**src/rtl/midi_rx8_fifo.sv**
```systemverilog
module midi_rx8_fifo #(
  parameter int NCH      = 8,
  parameter int OSR      = 16,
  parameter int TICK_DIV = 100,
  parameter int DEPTH    = 64,
  localparam int CW = $clog2(NCH),
  localparam int PW = $clog2(DEPTH),
  localparam int FW = $clog2(DEPTH + 1),
  localparam int OW = $clog2(OSR),
  localparam int TW = $clog2(TICK_DIV + 1)
) (
  input  logic           clk,
  input  logic           rst_n,
  input  logic [NCH-1:0] rx_in,
  output logic           pop_valid,
  input  logic           pop_ready,
  output logic [CW-1:0]  pop_chan,
  output logic [7:0]     pop_byte,
  output logic [NCH-1:0] frame_err,
  output logic [NCH-1:0] overflow
);

  logic [TW-1:0]  tdiv;
  logic           tick;
  logic [NCH-1:0] s1, s2, busy, hold_v;
  logic [OW-1:0]  phase  [NCH];
  logic [3:0]     idx    [NCH];
  logic [7:0]     shreg  [NCH];
  logic [7:0]     hold_d [NCH];
  logic [CW-1:0]  sel;
  logic           sel_v, full, wr, pop;
  logic [CW+7:0]  mem [DEPTH];
  logic [PW-1:0]  wp, rp;
  logic [FW-1:0]  fill;

  assign tick      = (tdiv == TW'(TICK_DIV - 1));
  assign full      = (fill == FW'(DEPTH));
  assign wr        = sel_v && !full;
  assign pop_valid = (fill != '0);
  assign pop       = pop_valid && pop_ready;
  assign {pop_chan, pop_byte} = mem[rp];

  always_ff @(posedge clk or negedge rst_n)
    if (!rst_n)    tdiv <= '0;
    else if (tick) tdiv <= '0;
    else           tdiv <= tdiv + 1'b1;

  always_comb begin
    sel_v = 1'b0;
    sel   = '0;
    for (int i = NCH - 1; i >= 0; i--)
      if (hold_v[i]) begin
        sel_v = 1'b1;
        sel   = CW'(i);
      end
  end

  always_ff @(posedge clk or negedge rst_n) begin
    if (!rst_n) begin
      s1        <= '1;
      s2        <= '1;
      busy      <= '0;
      hold_v    <= '0;
      frame_err <= '0;
      overflow  <= '0;
      for (int i = 0; i < NCH; i++) begin
        phase[i]  <= '0;
        idx[i]    <= '0;
        shreg[i]  <= '0;
        hold_d[i] <= '0;
      end
    end else begin
      s1 <= rx_in;
      s2 <= s1;
      if (sel_v) begin
        hold_v[sel] <= 1'b0;
        if (full) overflow[sel] <= 1'b1;
      end
      if (tick)
        for (int i = 0; i < NCH; i++) begin
          if (!busy[i]) begin
            if (!s2[i]) begin
              busy[i]  <= 1'b1;
              phase[i] <= OW'(OSR / 2);
              idx[i]   <= '0;
            end
          end else if (phase[i] != OW'(OSR - 1)) begin
            phase[i] <= phase[i] + 1'b1;
          end else begin
            phase[i] <= '0;
            if (idx[i] == 4'd0) begin
              if (s2[i]) busy[i] <= 1'b0;
              else       idx[i]  <= 4'd1;
            end else if (idx[i] != 4'd9) begin
              shreg[i] <= {s2[i], shreg[i][7:1]};
              idx[i]   <= idx[i] + 4'd1;
            end else begin
              busy[i] <= 1'b0;
              if (s2[i]) begin
                hold_v[i] <= 1'b1;
                hold_d[i] <= shreg[i];
              end else begin
                frame_err[i] <= 1'b1;
              end
            end
          end
        end
    end
  end

  always_ff @(posedge clk)
    if (wr) mem[wp] <= {sel, hold_d[sel]};

  always_ff @(posedge clk or negedge rst_n) begin
    if (!rst_n) begin
      wp   <= '0;
      rp   <= '0;
      fill <= '0;
    end else begin
      if (wr)  wp <= (wp == PW'(DEPTH - 1)) ? '0 : wp + 1'b1;
      if (pop) rp <= (rp == PW'(DEPTH - 1)) ? '0 : rp + 1'b1;
      if (wr && !pop)      fill <= fill + 1'b1;
      else if (pop && !wr) fill <= fill - 1'b1;
    end
  end

endmodule


```
**config.mk**
```make
export PLATFORM = sky130hd
export DESIGN_NAME = midi_rx8_fifo
export DESIGN_NICKNAME = d
export VERILOG_FILES = /design/src/rtl/midi_rx8_fifo.sv
export SDC_FILE = /design/constraint.sdc
export NUM_CORES = 1
export LEC_CHECK = 0
export BUFFER_PORTS_ARGS = -buffer_cell sky130_fd_sc_hd__buf_2
export CORE_UTILIZATION = 68
export CTS_CLUSTER_SIZE = 8
export DETAILED_ROUTE_END_ITERATION = 10
export PLACE_DENSITY_LB_ADDON = 0.3
export SYNTH_ARGS = -nofsm -noshare
export SYNTH_HDL_FRONTEND = slang
export SYNTH_SLANG_ARGS = --single-unit
```
**constraint.sdc**
```tcl
create_clock -name clk -period 6.3 [get_ports clk]
set_input_delay 0.315 -clock clk [delete_from_list [all_inputs] [get_ports clk]]
set_output_delay 0.315 -clock clk [all_outputs]
set_load 0.02 [all_outputs]
```
### Word level (Yosys, flattened, before mapping)

Memories as Yosys holds them, arrays and structs flattened.
Index checks and enable logic that the tools add are counted.

| storage, ports and cells | value |
|---|---|
| bits in writable memories | 704 |
| output and inout port bits | 28 |
| register bits | 266 |
| memories kept | 1 |

Memory list:

| name | words | width | rd ports | clocked after memory_dff | write ports | line | source |
|---|---|---|---|---|---|---|---|
| mem | 64 | 11 | 1 | 0 | 1 | 32 | `logic [CW+7:0] mem [DEPTH];` |

| cells by class | value |
|---|---|
| reduce and logical (&&, ||, !) cells | 59 |
| equality and inequality tests | 52 |
| add/sub/neg operators | 21 |
| order comparisons | 3 |
| bitwise gates (word level) | 36 |
| multiplexer cells | 182 |

Operators by type and width:

| operator | count |
|---|---|
| $mux 4 | 72 |
| $reduce_and 6->1 | 16 |
| $mux 1 | 91 |
| $reduce_and 5->1 | 16 |
| $add 4x1->4 const B | 16 |
| $ne 4x4->1 const B | 16 |
| $logic_not 4->1 | 8 |
| $mux 8 | 4 |
| $not 1->1 | 32 |
| $bmux 8 s3 | 1 |
| $mux 3 | 8 |
| $ne 3x1->1 const B | 8 |
| $ne 3x3->1 const B | 8 |
| $mux 7 | 3 |
| $reduce_and 2->1 | 9 |
| $ne 2x1->1 const B | 8 |
| $ne 2x2->1 const B | 8 |
| $add 7x1->7 const B | 2 |
| $eq 7x7->1 const B | 2 |
| $add 6x1->6 const B | 2 |
| $eq 6x6->1 const B | 2 |
| $mux 6 | 2 |
| $and 8x8->8 | 1 |
| $not 8->8 | 1 |
| 11 further kinds | 17 |

### Logic depth before layout (Yosys ltp)

Gate-level depths: netlist of run 1.

| logic depth | value |
|---|---|
| word-level depth | 21 |
| mapped depth | 13 |
| depth with buffers taken out | 12 |

### Worst setup path after synthesis of run 1

OpenSTA, ideal clock, no wires.

| path | value |
|---|---|
| path type | register -> register |
| start point | register hold_v[1] |
| end point | memory mem[0][0] in the netlist's numbering (data pin) |
| arrival | 3.282 ns |
| stages on the path, launching flop included | 6 |
| path buffers | 2 |
| library setup time | 0.542 ns |
| setup slack | 2.476 ns |
| period minus slack after synthesis | 3.824 ns |
| cell sequence | dfrtp_1 > clkbuf_1 > or4_1 > or2_2 > clkbuf_1 > o211ai_1 |

| between the ends | value |
|---|---|
| cells in the longest elaborated chain, start to end | 6 |

RTL lines:

| element | line | source |
|---|---|---|
| start, declared | 25 | `logic [NCH-1:0] s1, s2, busy, hold_v;` |
| start signal, assigned | 63 | `hold_v <= '0;` |
| start signal, assigned by index | 76 | `hold_v[sel] <= 1'b0;` |
| start signal, assigned by index | 100 | `hold_v[i] <= 1'b1;` |
| $mux 3 (2 in a row) | 52 | `if (hold_v[i]) begin` |
| $not 3->4 (implied by the code) | 112 | `if (wr) mem[wp] <= {sel, hold_d[sel]};` |
| $bmux 8 s3 | 112 |  |
| $mux 8 (implied by the code) (2 in a row) | 112 |  |
| end, declared | 32 |  |

No other way between the ends. The select of a mux whose other input is x is not followed.

### Worst setup path after layout of run 1

| path | value |
|---|---|
| start point | register rp[1] |
| end point | output port pop_byte[3] |

| between the ends | value |
|---|---|
| cells in the longest elaborated chain, start to end | 1 |

RTL lines:

| element | line | source |
|---|---|---|
| start, declared | 33 | `logic [PW-1:0] wp, rp;` |
| start signal, assigned | 121 | `if (pop) rp <= (rp == PW'(DEPTH - 1)) ? '0 : rp + 1'b1;` |
| $mem_v2 64x11 | -- |  |
| end, declared | 18 | `output logic [7:0] pop_byte,` |

No other way between the ends.

==> results of run 1 <==
cells in the final DEF, fill, tap and decap left out, types with 7 or more instances in the layout:
cell type	n
sky130_fd_sc_hd__dfstp_2	16
sky130_fd_sc_hd__dlygate4sd3_1	10
sky130_fd_sc_hd__a22oi_1	36
sky130_fd_sc_hd__buf_2	37
sky130_fd_sc_hd__clkbuf_1	64
sky130_fd_sc_hd__nand2_1	117
sky130_fd_sc_hd__a31oi_1	10
sky130_fd_sc_hd__o21ai_0	113
sky130_fd_sc_hd__and2_1	10
sky130_fd_sc_hd__a41o_1	8
sky130_fd_sc_hd__inv_1	56
sky130_fd_sc_hd__a22o_1	19
sky130_fd_sc_hd__a211oi_1	12
sky130_fd_sc_hd__ha_1	41
sky130_fd_sc_hd__nor2b_1	14
sky130_fd_sc_hd__nand3_1	75
sky130_fd_sc_hd__nor3_1	20
sky130_fd_sc_hd__a21o_1	11
sky130_fd_sc_hd__nand4_1	19
sky130_fd_sc_hd__mux4_2	155
sky130_fd_sc_hd__mux2i_1	51
sky130_fd_sc_hd__nand3b_1	8
sky130_fd_sc_hd__dfrtp_1	248
sky130_fd_sc_hd__nor2_1	110
sky130_fd_sc_hd__or3b_2	7
sky130_fd_sc_hd__a221oi_1	22
sky130_fd_sc_hd__xnor2_1	10
sky130_fd_sc_hd__and3_1	9
sky130_fd_sc_hd__o211ai_1	9
sky130_fd_sc_hd__inv_6	7
sky130_fd_sc_hd__edfxtp_1	704
sky130_fd_sc_hd__o22ai_1	15
sky130_fd_sc_hd__mux2_2	132
sky130_fd_sc_hd__clkbuf_16	141
sky130_fd_sc_hd__nand2b_1	11
sky130_fd_sc_hd__a21oi_1	78
sky130_fd_sc_hd__o31ai_1	12
sky130_fd_sc_hd__nor3b_1	7
sky130_fd_sc_hd__buf_4	38
registers in the layout, summed over array words and instances (netlist names), 32 cells and up:
signal and cells:
phase 32, shreg 64, idx 32, mem 704, hold_d 64
power by group through the flow:
stage	registers (mW)	clock network, mW	logic, mW
global placement	6.92	0	0.0437
CTS	6.81	6.85	0.0499
global route	6.80	7.11	0.0560
finish	6.81	6.82	0.0478
floorplan	6.92	0	0.00451
detailed placement	6.92	0	0.0450
final cells by class:
cell class | count | area (um2) | area share, %
Inverter | 59 | 221 | 0.496
Sequential cell | 970 | 27800 | 62.3
Tap cell | 765 | 957 | 2.14
Timing Repair Buffer | 90 | 666 | 1.49
Clock buffer | 205 | 3770 | 8.44
Multi-Input combinational cell | 1241 | 11000 | 24.7
Clock inverter | 14 | 189 | 0.423
stage by stage:
stage | power, mW | std cells | hold WS [ns]
2_1_floorplan | 6.93 | 2382 | 0.0194
3_3_place_gp | 6.97 | 3115 | 0.346
3_5_place_dp | 6.97 | 3115 | 0.348
4_1_cts | 13.7 | 3344 | 0.200
5_1_grt | 14.0 | 3344 | 0.228
6_report | 13.7 | 3344 | 0.231
routing by layer:
metal	GRT usage, %	up-vias	part of all wire, %
met1	43.7	11900	35
li1	-	9629	-
met5	0	-	0
met3	7.66	343	11
met4	17.7	0	4.9
met2	56.6	1744	50
logic make-up (layout without fill, tap and decap cells):
| logic type | after synthesis | count (layout) |
|---|---|---|
| adder cells (fa/ha/maj) | 42 | 42 |
| XOR/XNOR | 14 | 14 |
| AO/OA/AOI/OAI | 398 | 398 |
| AND/OR/NAND/NOR | 449 | 449 |
| buffers and inverters | 171 | 368 |
| flip-flops | 970 | 970 |
| multiplexers | 338 | 338 |
worst paths after layout:
kind,end,cells past startpoint,slack [ns]
max,pop_byte[3],7,1.66
min,s1[7],2,0.23
max reg2reg,mem[17][0],7,2.04
min reg2reg,s2[1],0,0.34
max in group asynchronous,hold_d[16],3,4.68
min in group asynchronous,tdiv[1],2,0.25
repair_timing:
| item | 4_1_cts | 5_1_grt |
|---|---|---|
| hold buffers | 10 | 0 |
| buffers inserted | 0 | 0 |
| hold endpoints to repair | 127 | 0 |
| setup endpoints to repair | 0 | 0 |
==> results by group, run 1 <==
Outcome
  • Status: finished with violations
  • Failing checks: max-capacitance violations, max-slew violations

Layout
  • Final antenna diode count: 0
  • Net count, final: 2554
  • Share of cells above drive strength 1: 22.5%
  • Area of all placed cells without fillers: 44700 um2
  • Layout Utilization: 77.5%
  • Synth-to-layout area growth: 12.8%
  • Count of fill cells added during filler insertion: between 2000 and 3000

Placement
  • Setup slack at placement: 2.23 ns
  • Port Buf Inserts: 38
  • HPWL after detailed placement: about 55000 um
  • Total placed instance area: slightly above 40000 um2
  • GPL Wtd Cong: 0.889

Pwr
  • Total leakage power: between 10 and 15 nW
  • Reg power frac: about half
  • Power Dens Cells: 306 nW/um2
  • Switching power of the nets: roughly 2.8 mW
  • Net switching share of the total power: 20.1%
  • Cell internal pwr: between 10 and 15 mW
  • Combinational Power Share: 0.3%
  • Relative contribution of the clock network to total power: approximately 50%
  • Max IR drop VDD: around 0.26 mV

Global route
  • Pin count of the biggest net entering global routing: between 100 and 150
  • Wire length of the first global-routing pass: 150000 um
  • Antenna violations before repair: 1
  • Via count of the first global-routing pass: 24500
  • Grt ovf: 0
  • All-Layer GR Usage: 34.5%

Die
  • Floorplan die width: 243 um
  • Die footprint: ~60000 um2
  • Site row count: 88
  • Die Y: 243 um
  • Initial cell density of the core: between 60% and 70%
  • Core area: 57600 um2
  • I/O pins: 39

Critical path
  • Maximum net fanout on the critical path: 79
  • Kind of cell adding the most delay to the critical path: flip-flops
  • Kind of capture point of the worst setup path: output pin
  • Origin of the critical flop-to-flop path: hold_v[2]
  • Slowest cell on the critical path: sky130_fd_sc_hd__dfrtp_4
  • Maximum cell stage delay along the critical path: 0.88 ns
  • Number of buffers and inverters on the critical path: 2
  • Startpoint Class: register
  • Required time at the endpoint of the critical path: 5.98 ns
  • WP data arrival: 4.32 ns
  • Classification of the worst setup path: register to output pin
  • Cell breakdown of the critical path: buf_12 > mux4_2 > a22o_1 > a221oi_1 > nor3_1 > or4_1 > buf_2
  • Launch point of the critical path: rp[1]

Yosys
  • Fraction of synthesized area in multiplexers: 13.9%
  • Top_reg_cell synth: sky130_fd_sc_hd__edfxtp_1
  • Most numerous cell in the Yosys netlist: sky130_fd_sc_hd__edfxtp_1
  • Distinct cells, synth: 75
  • Post-synthesis adder-cell area fraction: 1.35%
  • Number of instances in the synthesized netlist: 2382
  • Most instantiated cells after synthesis: sky130_fd_sc_hd__edfxtp_1 (704), sky130_fd_sc_hd__dfrtp_1 (250), sky130_fd_sc_hd__mux4_2 (155)
  • Top cells by area, synth: sky130_fd_sc_hd__edfxtp_1 (53%), sky130_fd_sc_hd__dfrtp_1 (16%), sky130_fd_sc_hd__mux4_2 (8.8%)
  • Dominant combinational cell family by area after synthesis: multiplexers
  • Post-Synth Simple-Gate Area: 5.67%
  • Sequential-to-total area share from yosys stat: 70.3%
  • Share of synthesized registers carrying an async set or reset: 27.4%
  • Register bit count reported by yosys: 970
  • Cell area after technology mapping: 39600 um2
  • Most area-hungry cell type in the Yosys netlist: sky130_fd_sc_hd__edfxtp_1
  • Post-synthesis net count: 2435
  • Synth Area in Compound Gates: 6.59%
  • Number of synthesized flops with an enable pin: 704
  • Post-synthesis xor/xnor area fraction: 0.310%
  • Top cell type's share of synthesized area: 53.4%
  • Warnings from Yosys: 0
  • Post-Synthesis Mean Instance Area: 16.6 um2

Detailed routing
  • Post-detailed-route wirelength per cell: 29.8 um
  • Number of iterations in the first detailed-routing pass: 7
  • Number of DRC markers after the initial detailed-route iteration: 3000
  • Total detailed-routing wirelength: about 100000 um
  • Vias per inst: just over 7
  • Remaining antenna violation count: 0
  • DRC violation count after routing: 0
  • Vias: 23600

Run
  • Max-cap violation count: 1

Hold path
  • Hold Crit Class: input pin to register
  • Hold Startpoint: rx_in[7]

STA
  • RSZ-0062 raised after global routing: false
  • Post-route clock period utilization: 73.6%
  • Final Skew: 0.0299 ns
  • Highest Clock Rate: between 200 and 250 MHz
  • Max transition margin: -3.29%
  • Least-Margin Pin Slew: 1.54 ns
  • Tmin final: 4.64 ns
  • Number of pins exceeding their max-slew limit in the final report: 12
  • Sum Neg Setup Slack: 0 ns
  • Final hold violations: 0
  • Post-layout worst setup margin: between 1.5 and 2 ns
  • Final setup violation count: 0

CTS
  • CTS buffer count: 139
  • Cts repair resizes: 0
  • Clock root cell: sky130_fd_sc_hd__clkbuf_16
  • Clock input transition at the sequential cells of the worst setup and hold paths: roughly 0.050 ns
  • Clock tree from TritonCTS: done
  • Largest buffer count on any clock path: 3
  • Number of sinks driven by the clock tree: 970
  • Htree depth: 4
  • Worst skew pair latency: approximately 0.74 ns
Power figures use the tool's default switching activity.
==> run 2: changes to the inputs <==
--- a/config.mk
+++ b/config.mk
@@ -6,7 +6,7 @@
 export NUM_CORES = 1
 export LEC_CHECK = 0
 export BUFFER_PORTS_ARGS = -buffer_cell sky130_fd_sc_hd__buf_2
-export CORE_UTILIZATION = 68
+export CORE_UTILIZATION = 57
 export CTS_CLUSTER_SIZE = 8
 export DETAILED_ROUTE_END_ITERATION = 10
 export PLACE_DENSITY_LB_ADDON = 0.3
==> constraint.sdc (replaced) <==
create_clock -name clk -period 3.9 [get_ports clk]
set_input_delay 0.195 -clock clk [delete_from_list [all_inputs] [get_ports clk]]
set_output_delay 0.195 -clock clk [all_outputs]
set_load 0.02 [all_outputs]
==> run 2 against run 1 <==
The run now ends clean. Via count shrank 2.2%. Sequential cell count stayed put. Die area up 19%. Count of clock-buffer cells in the layout shrank 12. Non-clock buffer count up 95. First-iteration DRC count decreased by 18%. Core utilization is 11 points lower. Clock skew down 0.0051 ns. Setup slack lost 1.6 ns.
==> results by group, run 2 (same netlist as run 1, synthesis figures left out) <==
Layout
  • Flip-flop count of the largest register after layout: 704
  • Commonest cells after routing, fill and taps aside: sky130_fd_sc_hd__edfxtp_1 (704), sky130_fd_sc_hd__dfrtp_1 (248), sky130_fd_sc_hd__mux4_2 (155)
  • Final antenna diode count: 0
  • Area taken by flip-flops and latches: 27800 um2
  • Register with the highest flop count: mem
  • Synth-to-layout area growth: 15.3%
  • Top flop regs: mem x704, hold_d x64, shreg x64
  • Net count, final: 2649
  • Share of cells above drive strength 1: 25.4%
  • Area used by multi-input combinational logic: 11000 um2
  • Layout Utilization: 66.4%
  • Leading cell type in the layout, fill and taps excluded: sky130_fd_sc_hd__edfxtp_1
  • Count of fill cells added during filler insertion: around 4500
  • Area of all placed cells without fillers: 45600 um2
  • Final cell count without fillers: about 3600

STA
  • Sum Neg Setup Slack: 0 ns
  • Highest Clock Rate: 258 MHz
  • Final Skew: 0.0248 ns
  • Final hold violations: 0
  • Final setup violation count: 0
  • Max transition margin: 23.2%
  • Number of pins exceeding their max-slew limit in the final report: 0
  • Post-route clock period utilization: between 90% and 100%
  • RSZ-0062 raised after global routing: false
  • Tmin final: 3.88 ns
  • Least-Margin Pin Slew: roughly 1.2 ns
  • Hold Slack: 0.133 ns
  • Post-layout worst setup margin: about 0.021 ns

Critical path
  • Number of cells traversed by the worst register-to-register path: 12
  • Worst-case register-to-register setup slack: 0.28 ns
  • Origin of the critical flop-to-flop path: hold_v[2]
  • Classification of the worst setup path: register to output pin
  • Terminus of the critical flop-to-flop path: fill[5]
  • Startpoint Class: register
  • Required time at the endpoint of the critical path: 3.70 ns
  • Kind of capture point of the worst setup path: output pin
  • WP data arrival: 3.68 ns
  • Maximum net fanout on the critical path: 16
  • Launch point of the critical path: rp[2]

Die
  • Core area: 68700 um2
  • Initial cell density of the core: 57.6%
  • I/O pins: 39
  • Floorplan die width: 266 um
  • Die Y: 266 um
  • Site row count: 96
  • Die footprint: 70500 um2

Pwr
  • Power Dens Cells: 481 nW/um2
  • Max IR drop VDD: 0.419 mV
  • Total leakage power: around 15 nW
  • Final total power: 22.0 mW

Outcome
  • Status: finished clean

CTS
  • CTS buffer count: 139
  • Clock input transition at the sequential cells of the worst setup and hold paths: roughly 0.050 ns
  • Htree depth: 4
  • Clock root cell: sky130_fd_sc_hd__clkbuf_16
  • Worst skew pair latency: 0.72 ns
  • Number of sinks driven by the clock tree: 970
  • Clock tree from TritonCTS: done
  • Largest buffer count on any clock path: 3

Placement
  • Total placed instance area: ~42000 um2
  • GPL Wtd Cong: 0.907
  • HPWL after detailed placement: 57100 um
  • Total placed cells including tap cells: 3375
  • Setup slack at placement: 0.342 ns
  • Port Buf Inserts: 38

Hold path
  • Worst hold path endpoint: s1[6]
  • Hold Startpoint: rx_in[6]
  • Hold path depth: 2
  • Hold Crit Class: input pin to register

Global route
  • Pin count of the biggest net entering global routing: 107
  • Via count of the first global-routing pass: between 20000 and 25000
  • Grt ovf: 0
  • Antenna violations before repair: 0
  • All-Layer GR Usage: 27.3%
  • Wire length of the first global-routing pass: about 140000 um

Detailed routing
  • Total detailed-routing wirelength: roughly 94000 um
  • Number of DRC markers after the initial detailed-route iteration: around 2500
  • Post-detailed-route wirelength per cell: between 20 and 30 um
  • Vias: 23100
  • Number of iterations in the first detailed-routing pass: 5
  • Vias per inst: 6.42
  • DRC violation count after routing: 0
  • Remaining antenna violation count: 0

Run
  • Max-cap violation count: 0
==> run 2: metal layers <==
metal,up-vias,GRT usage (%),part of all wire [%]
met5,-,0,0
met4,0,9.22,3.0
met3,195,5.30,7.7
met2,1131,45.9,51
met1,11900,35.9,38
li1,9796,-,-
==> run 2: cell type report <==
type | count | share of cell area [%]
repair buffers | 185 | 3.24
multi-input cells | 1241 | 24.2
flip-flops and latches | 970 | 61.0
clock inverters | 14 | 0.463
well taps | 931 | 2.55
clock buffers | 193 | 8.11
inverters | 59 | 0.485
==> run 2: worst max-delay path by stage <==
stage / cells past startpoint / endpoint
2_1_floorplan: 5 / mem[0][0]
3_3_place_gp: 12 / fill[5]
3_5_place_dp: 12 / fill[5]
4_1_cts: 6 / pop_byte[3]
5_1_grt: 7 / pop_chan[0]
6_report: 5 / pop_byte[6]
==> run 2: critical path: stages (launching register included) <==
cell                      delay, ns
sky130_fd_sc_hd__dfrtp_1       0.66
sky130_fd_sc_hd__nor2_2        0.96
sky130_fd_sc_hd__a22oi_1       0.38
sky130_fd_sc_hd__a21oi_1       0.57
sky130_fd_sc_hd__a32o_1        0.22
sky130_fd_sc_hd__buf_2         0.17
==> run 2: report_power, final <==
part           total (mW)  switching (mW)  internal (mW)  leakage [nW]
Sequential           11.0         0.00732           11.0          8.49
Clock                10.9            4.25           6.62          1.89
Combinational      0.0827          0.0639         0.0188          4.35
Total                22.0            4.33           17.6          14.7
==> run 2: timing repair <==
item,4_1_cts,5_1_grt
pin swaps,0,0
hold buffers,10,0
gates resized for setup,0,1
setup buffers,1,0
endpoints found under the setup margin,1,1
hold endpoints to repair,110,0
